`src/rtl/cot_pkg.sv`:
```
package cot_pkg;
    typedef enum logic [1:0] {
        ST_DIS  = 2'd0,
        ST_ON   = 2'd1,
        ST_LSON = 2'd2,
        ST_IDLE = 2'd3
    } cot_state_e;
endpackage

```
`src/rtl/cot_ontime.sv`:
```
// Applies the on-time floor and adds the fixed propagation allowance.
module cot_ontime #(
    parameter int TW      = 10,
    parameter int TON_MIN = 6,
    parameter int TDLY    = 2
) (
    input  logic [TW-1:0] ton_req,
    output logic [TW:0]   ton_eff
);
    localparam logic [TW-1:0] FLOOR = TW'(TON_MIN);
    localparam logic [TW:0]   DLY   = (TW+1)'(TDLY);

    logic [TW-1:0] clamped;

    always_comb begin
        clamped = (ton_req < FLOOR) ? FLOOR : ton_req;
        ton_eff = {1'b0, clamped} + DLY;
    end
endmodule

```
`src/rtl/cot_downcnt.sv`:
```
// Loadable saturating down-counter used for the one-shot and the blanking window.
module cot_downcnt #(
    parameter int W = 8
) (
    input  logic         clk,
    input  logic         rst_n,
    input  logic         clr,
    input  logic         load,
    input  logic [W-1:0] load_val,
    input  logic         dec,
    output logic [W-1:0] cnt,
    output logic         zero
);
    always_ff @(posedge clk or negedge rst_n) begin
        if (!rst_n)
            cnt <= '0;
        else if (clr)
            cnt <= '0;
        else if (load)
            cnt <= load_val;
        else if (dec && cnt != '0)
            cnt <= cnt - W'(1);
    end

    assign zero = (cnt == '0);
endmodule

```
`src/rtl/cot_seq.sv`:
```
module cot_seq #(
    parameter int TW      = 10,
    parameter int TON_MIN = 6,
    parameter int TDLY    = 2,
    parameter int TOFF    = 5
) (
    input  logic          clk,
    input  logic          rst_n,
    input  logic          en,
    input  logic          fb_low,
    input  logic          ilim,
    input  logic          zc,
    input  logic          skip_mode,
    input  logic [TW-1:0] ton_req,
    output logic          hs_on,
    output logic          ls_on
);
    import cot_pkg::*;

    localparam int CW   = TW + 1;
    localparam int OFFW = (TOFF > 2) ? $clog2(TOFF) : 1;
    localparam logic [OFFW-1:0] OFF_LOAD = OFFW'(TOFF - 1);

    cot_state_e    state, nxt;
    logic [CW-1:0] ton_eff;
    logic [CW-1:0] on_cnt;
    logic [OFFW-1:0] off_cnt;
    logic          on_zero, off_zero;
    logic          waiting, fire, on_last;

    cot_ontime #(.TW(TW), .TON_MIN(TON_MIN), .TDLY(TDLY)) u_ontime (
        .ton_req (ton_req),
        .ton_eff (ton_eff)
    );

    assign waiting = (state == ST_LSON) || (state == ST_IDLE);
    assign fire    = en && waiting && fb_low && !ilim && off_zero;
    assign on_last = en && (state == ST_ON) && (on_cnt == CW'(1));

    cot_downcnt #(.W(CW)) u_oneshot (
        .clk      (clk),
        .rst_n    (rst_n),
        .clr      (!en),
        .load     (fire),
        .load_val (ton_eff),
        .dec      (state == ST_ON),
        .cnt      (on_cnt),
        .zero     (on_zero)
    );

    cot_downcnt #(.W(OFFW)) u_blank (
        .clk      (clk),
        .rst_n    (rst_n),
        .clr      (!en),
        .load     (on_last),
        .load_val (OFF_LOAD),
        .dec      (1'b1),
        .cnt      (off_cnt),
        .zero     (off_zero)
    );

    // next-state logic
    always_comb begin
        nxt = state;
        if (!en) begin
            nxt = ST_DIS;
        end else begin
            unique case (state)
                ST_DIS:  nxt = ST_LSON;
                ST_ON:   if (on_last) nxt = ST_LSON;
                ST_LSON: begin
                    if (fire)                 nxt = ST_ON;
                    else if (skip_mode && zc) nxt = ST_IDLE;
                end
                ST_IDLE: if (fire) nxt = ST_ON;
                default: nxt = ST_DIS;
            endcase
        end
    end

    // state register
    always_ff @(posedge clk or negedge rst_n) begin
        if (!rst_n) state <= ST_DIS;
        else        state <= nxt;
    end

    // output decode
    always_comb begin
        hs_on = 1'b0;
        ls_on = 1'b0;
        unique case (state)
            ST_ON:   hs_on = 1'b1;
            ST_LSON: ls_on = 1'b1;
            default: ;
        endcase
    end

    // requests mutually exclusive
    p_excl_r11: assert property (@(posedge clk) disable iff (!rst_n)
        !(hs_on && ls_on));

    // a rising high-side request needs all start conditions in the prior cycle
    p_start_r3: assert property (@(posedge clk) disable iff (!rst_n)
        $rose(hs_on) |-> $past(en && fb_low && !ilim));

    // no pulse may run while the blanking window is still counting
    p_blank_r8: assert property (@(posedge clk) disable iff (!rst_n)
        (state == ST_ON) |-> off_zero);

    // disable clears both requests on the next edge
    p_dis_r1: assert property (@(posedge clk) disable iff (!rst_n)
        !en |=> (!hs_on && !ls_on));

    // pulse end hands over to the low side
    p_handover_r7: assert property (@(posedge clk) disable iff (!rst_n)
        (hs_on && en && on_cnt == CW'(1)) |=> (ls_on && !hs_on));

    // forced-continuous holds low side until the next pulse
    p_fcm_hold_r9: assert property (@(posedge clk) disable iff (!rst_n)
        (ls_on && en && !skip_mode) |=> (ls_on || hs_on));

    // the one-shot never runs empty while a pulse is active
    p_oneshot_r5: assert property (@(posedge clk) disable iff (!rst_n)
        hs_on |-> !on_zero);
endmodule

```
`config.mk`:
```
export PLATFORM = sky130hd
export DESIGN_NAME = cot_seq
export DESIGN_NICKNAME = d
export VERILOG_FILES = /design/src/rtl/cot_pkg.sv /design/src/rtl/cot_ontime.sv /design/src/rtl/cot_downcnt.sv /design/src/rtl/cot_seq.sv
export SDC_FILE = /design/constraint.sdc
export NUM_CORES = 1
export LEC_CHECK = 0
export ABC_AREA = 1
export ABC_CLOCK_PERIOD_IN_PS = 1600
export BUFFER_PORTS_ARGS = -buffer_cell sky130_fd_sc_hd__buf_2
export CORE_MARGIN = 4
export CORE_UTILIZATION = 45
export DETAILED_ROUTE_END_ITERATION = 16
export GPL_TIMING_DRIVEN = 0
export PLACE_DENSITY_LB_ADDON = 0.15
export SKIP_CTS_REPAIR_TIMING = 1
export SYNTH_ARGS = -nofsm -noshare
export SYNTH_HDL_FRONTEND = slang
export SYNTH_SLANG_ARGS = --single-unit
```
`constraint.sdc`:
```
create_clock -name clk -period 1.6 [get_ports clk]
set_input_delay 0.08 -clock clk [delete_from_list [all_inputs] [get_ports clk]]
set_output_delay 0.08 -clock clk [all_outputs]
set_load 0.005 [all_outputs]
```
# ---- Word level (Yosys, flattened, before mapping)
# Cells that the tools add are included.
dict set report word_totals {
  inputBits 17
  word_cells 46
  ff_bits 16
}
dict set report classes {
  add_sub_neg 3
  n_reduce_logical 15
  n_eq_ne 9
  n_mux 15
  n_lt_le_gt_ge 1
}
# operator n
set op_table {}
lappend op_table {{11-bit two-way mux} 3}
lappend op_table {{10-bit by 2-bit adder with 11-bit output, second input constant} 1}
lappend op_table {{11-bit by 1-bit == test with 1-bit output, second input constant} 1}
lappend op_table {{11-bit nonzero test} 1}
lappend op_table {{11-bit by 1-bit subtractor with 11-bit output, second input constant} 1}
lappend op_table {{10-bit by 3-bit less-than comparator with 1-bit output, second input constant} 1}
lappend op_table {{10-bit two-way mux} 1}
lappend op_table {{2-bit two-way mux} 5}
lappend op_table {{3-bit two-way mux} 3}
lappend op_table {{1-bit logical AND} 8}
lappend op_table {{2-bit case mux with 4 select lines} 1}
lappend op_table {{3-bit by 1-bit inequality test with 1-bit output, second input constant} 2}
lappend op_table {{3-bit inequality test, second input constant} 2}
lappend op_table {{2-bit == test, second input constant} 2}
lappend op_table {{4-bit by 3-bit inequality test with 1-bit output, second input constant} 1}
lappend op_table {{3-bit zero test} 1}
lappend op_table {{3-bit AND reduction} 1}
lappend op_table {{3-bit nonzero test} 1}
lappend op_table {{3-bit by 1-bit subtractor with 3-bit output, second input constant} 1}
lappend op_table {{2-bit by 1-bit == test with 1-bit output, second input constant} 1}
lappend op_table {{2-bit zero test} 1}
lappend op_table {{1-bit two-way mux} 2}
lappend op_table {{1-bit zero test} 1}
lappend op_table {{1-bit logical OR} 1}

# ---- Longest topological paths before layout
dict set report depth {
  depth_word 9
  depth_mapped 12
  depth_no_buf 12
}

# ---- Hierarchy
# From an unflattened synthesis, not the netlist that was laid out.
dict set report unflattened {
  cells_unflattened 242
  hier_area_um2 1510.2
}
# mod area_each_um2 cells_per_inst instances
set by_module_without_submodules {}
lappend by_module_without_submodules {{cot_downcnt (u_oneshot)} 879.6 131 1}
lappend by_module_without_submodules {cot_ontime 222.7 42 1}
lappend by_module_without_submodules {{cot_downcnt (u_blank)} 205.2 28 1}
lappend by_module_without_submodules {cot_seq 202.7 41 1}

# ---- Worst setup path after synthesis
# No wires, ideal clock.
dict set report synth_timing {
  kind {register -> register}
  start {reg u_blank.cnt[0]}
  end {reg u_oneshot.cnt[1]}
  stages_incl_launch_ff 12
  n_path_buf 1
  setup_slack_ps 129
  setup_ps 120
  period_less_slack_ps 1471
  arrival_ps 1352
  path_cell_list {dfrtp_1 inv_1 ha_1 inv_1 nor2_4 nand2_1 nor2_4 buf_6 or2_2 nand2_1 nand2_1 o21ai_2}
}
dict set report synth_via {
  elab_chain_len 4
}
# item line
set synth_rtl {}
lappend synth_rtl {{start: declaration} cot_downcnt.sv:11} ;# output logic [W-1:0] cnt,
lappend synth_rtl {{start signal: assignment} cot_downcnt.sv:20} ;# cnt <= load_val;
lappend synth_rtl {{start signal: assignment} cot_downcnt.sv:22} ;# cnt <= cnt - W'(1);
lappend synth_rtl {{3-bit zero test (*)} cot_downcnt.sv:25} ;# assign zero = (cnt == '0);
lappend synth_rtl {{1-bit logical AND (*)} cot_seq.sv:37} ;# assign fire = en && waiting && fb_low && !ilim && off_zero;
lappend synth_rtl {{11-bit two-way mux} cot_downcnt.sv:19} ;# else if (load)
lappend synth_rtl {{11-bit two-way mux} cot_downcnt.sv:17} ;# else if (clr)
lappend synth_rtl {{end signal: assignment} cot_downcnt.sv:20}
lappend synth_rtl {{end signal: assignment} cot_downcnt.sv:22}
lappend synth_rtl {{end: declaration} cot_downcnt.sv:11}
# Mark *: on every way between the ends. The rest lies on a longest branch, timed or not.
# A chain may end at the register's enable or synchronous reset.

# ---- Worst setup path in the final report
# Ends and elaborated chain as after synthesis.

==> out/metrics.cfg <==
[run_status]
status=complete, but fails checks
violations=negative setup slack

[synthesis]
synth_xor_area_share_pct=3.11
synth_seq_cells=16
synthAdderAreaFrac_pct=5.34
synth_seq_area_share_pct=28.5
ys_types=29
synth_cells=216
synth-simple-area-share_pct=43.0
yosysMostFrequentCell=nand2_1
synthMuxAreaShare_pct=0
synthTopCellsByCount=nand2_1 (71), inv_1 (30), nand3_1 (23)
syn_nets=239
syn_avg_cell_area_um2=6.51
yosys_warnings=0
synth_top_area_cell=dfrtp_1
syn_area_mm2=0.00141
synth_flop_cell=dfrtp_1
synthTopCellsByArea=dfrtp_1 (28%), nand2_1 (19%), nand3_1 (8.2%)
synth_edf_count=0
ys_async_sr_fraction_pct=100
yosys.area.top_type_share_pct=28.5
synth_compound_area_share_pct=9.34
synth_top_family_by_area=simple AND/OR/NAND/NOR gates

[cts]
htree_levels=1
cts-root-buf=clkbuf_4
cts_tree=done
path_clk_slew_ns=0.09
clk_latency_ns=0.30
cts_buffers=3
clockBufferDepth=2
cts.sinks=16

[timing]
tightest_slew_ns=0.381
slew_violations=0
hold_viol_final=0
fmax_mhz=609
rsz0062_at_grt=yes
hold_slack_ns=0.0504
setup_viol=3
finalCriticalPeriod_ns=1.64
fin_crit_sh_pct=103
finalClockSkew_ns=0.00413
finalWorstSetupSlack_ns=-0.0433
slew-limit-headroom_pct=74.6

[floorplan]
coreArea_mm2=0.00303
die_h_um=63.9
initial_core_util_pct=46.4
top_level_ports=19
rows=20
fp.dieW_um=63.9
dieArea_mm2=0.00408

[layout]
fillers=308
final_nets=275
layout-drive-gt1-share_pct=27.6
finish.utilization_pct=58.0
final_cell_count_no_fill=294
antenna_cells=0
syn2layout_area_growth_pct=24.8

[global_routing]
antenna_found_initial=0
grt_max_degree=17
grt_pass1_vias=1274
grt_pass1_wl_um=5620
overflow=0
track_usage_pct=17.1

[detailed_routing]
routed_wl_um=3520
routed.top_layer=met4
vias=1431
post_drt_wl_per_cell_um=12.0
antenna_left=0
wl_met2_um=1670
drt-met1-wl_um=1670
first_pass_iters=4
post_drt_via_cell_ratio=4.87
dr_wl_met3_um=138
drc_errors=0
drtIter0Drc=84

[critical_path]
required_ns=1.79
r2r_slack_ns=-0.04
reg2regPathDepth=11
worstPathMaxFanout=5
cp_data_arrival_time_ns=1.84
crit_path_end_kind=flip-flop
r2r_start=u_blank.cnt[0]
critPathSlowestCell=dfrtp_1
crit_chain=inv_2, ha_4, inv_2, nor2_4, nand2_2, nor2_4, buf_6, or2_4, nand2_2, nand2_2, o21ai_2
startpoint_type=flip-flop
critPathMaxStageDelay_ns=0.41
critPathBufInv=3
crit_path_frequent_cell=nand2_2
cp_top_family=simple AND/OR/NAND/NOR gates
reg2reg_to=u_oneshot.cnt[1]
worst-setup-path-type=reg -> reg

[worst_hold_path]
min_path_cells=3
hp-class=in -> reg
worstHoldStart=zc
holdPathEnd=state[0]

[placed_design]
dp_hpwl_um=2470
place_inst=278
place_congestion=0.817
pre_cts_ws_ns=-0.194
numPortBuffers=18

[pwr]
p_per_area_mw_per_mm2=1410
max-vdd-ir-drop_mv=0.462
p_leak_nw=0.942

[flow_run]
drv_cap=0

-- metal layers --
metal / GRT usage, % / vias to the layer above
li1: - / 754
met1: 23.9 / 643
met2: 27.2 / 31
met3: 1.58 / 3
met4: 6.47 / 0
met5: 0 / -
-- logic make-up (layout without fill, tap and decap cells) --
family	count (synthesis)	in the layout
AOI/OAI and AO/OA	21	22
xor gates and xnor gates	5	5
adders and majority gates	6	6
buffers and inverters	35	68
DFF	16	16
and+or+nand+nor	133	133
-- per-stage QoR --
stage	total power, mW	TNS [ns]	cell area, µm²
final	2.48	-0.0683	1760
after global routing	2.75	-1.18	1760
after global placement	1.94	-0.577	1550
after floorplan	1.68	0	1410
after CTS	2.19	-0.797	1570
after detailed placement	1.95	-0.685	1550
-- cell type report --
type                    instances  area [µm²]  share of cell area (%)
multi-input cells             166         933                    53.2
clock buffers                   3        22.5                    1.28
plain buffers                   2        22.5                    1.28
repair buffers                 30         186                    10.6
well taps                      44        55.1                    3.14
inverters                      33         135                    7.70
flip-flops and latches         16         400                    22.8
-- registers in the layout (all words and copies together) (netlist names) --
name and flops:
u_oneshot.cnt 11, u_blank.cnt 3, state 2
-- worst register-to-register path, cell delays in order (launching register included) --
cell,delay [ns]
dfrtp_1,0.41
inv_2,0.09
ha_4,0.13
inv_2,0.04
nor2_4,0.18
nand2_2,0.09
nor2_4,0.19
buf_6,0.15
or2_4,0.12
nand2_2,0.04
nand2_2,0.06
o21ai_2,0.05
-- cell usage in the layout, fill, tap and decap left out, types with 2 or more instances in the layout --
| cell type | Yosys | final |
|---|---|---|
| nand2_1 | 71 | 63 |
| nand3_2 | 0 | 3 |
| inv_2 | 1 | 4 |
| nor2_1 | 19 | 17 |
| nor3_1 | 4 | 4 |
| nand2_2 | 3 | 10 |
| o21ai_0 | 9 | 6 |
| clkbuf_4 | 0 | 3 |
| xor2_1 | 2 | 2 |
| buf_6 | 2 | 3 |
| inv_1 | 30 | 27 |
| ha_1 | 6 | 5 |
| nor2_4 | 2 | 4 |
| buf_4 | 0 | 10 |
| nand3_1 | 23 | 20 |
| dfrtp_1 | 16 | 16 |
| nand4_1 | 4 | 4 |
| a21oi_1 | 3 | 3 |
| o21ai_1 | 3 | 6 |
| o21ai_2 | 2 | 2 |
| nor2_2 | 2 | 2 |
| nand2_4 | 1 | 2 |
| buf_2 | 0 | 18 |
| xnor2_1 | 3 | 3 |
-- worst max path at each step --
| stage | start | to | depth (start not counted) |
|---|---|---|---|
| 2_1_floorplan | u_blank.cnt[0] | u_oneshot.cnt[1] | 11 |
| 3_3_place_gp | ton_req[8] | u_oneshot.cnt[7] | 13 |
| 3_5_place_dp | ton_req[8] | u_oneshot.cnt[7] | 13 |
| 4_1_cts | u_oneshot.cnt[0] | u_oneshot.cnt[8] | 9 |
| 5_1_grt | u_oneshot.cnt[6] | u_oneshot.cnt[5] | 8 |
| 6_report | u_blank.cnt[0] | u_oneshot.cnt[1] | 11 |
-- power by group --
part	total, mW	internal (mW)	leakage, nW	switching [mW]
logic	1.61	0.685	0.714	0.924
registers	0.640	0.516	0.214	0.124
clock network	0.226	0.0879	0.0138	0.139
total	2.48	1.29	0.942	1.19
(Power assumes the default switching activity.)
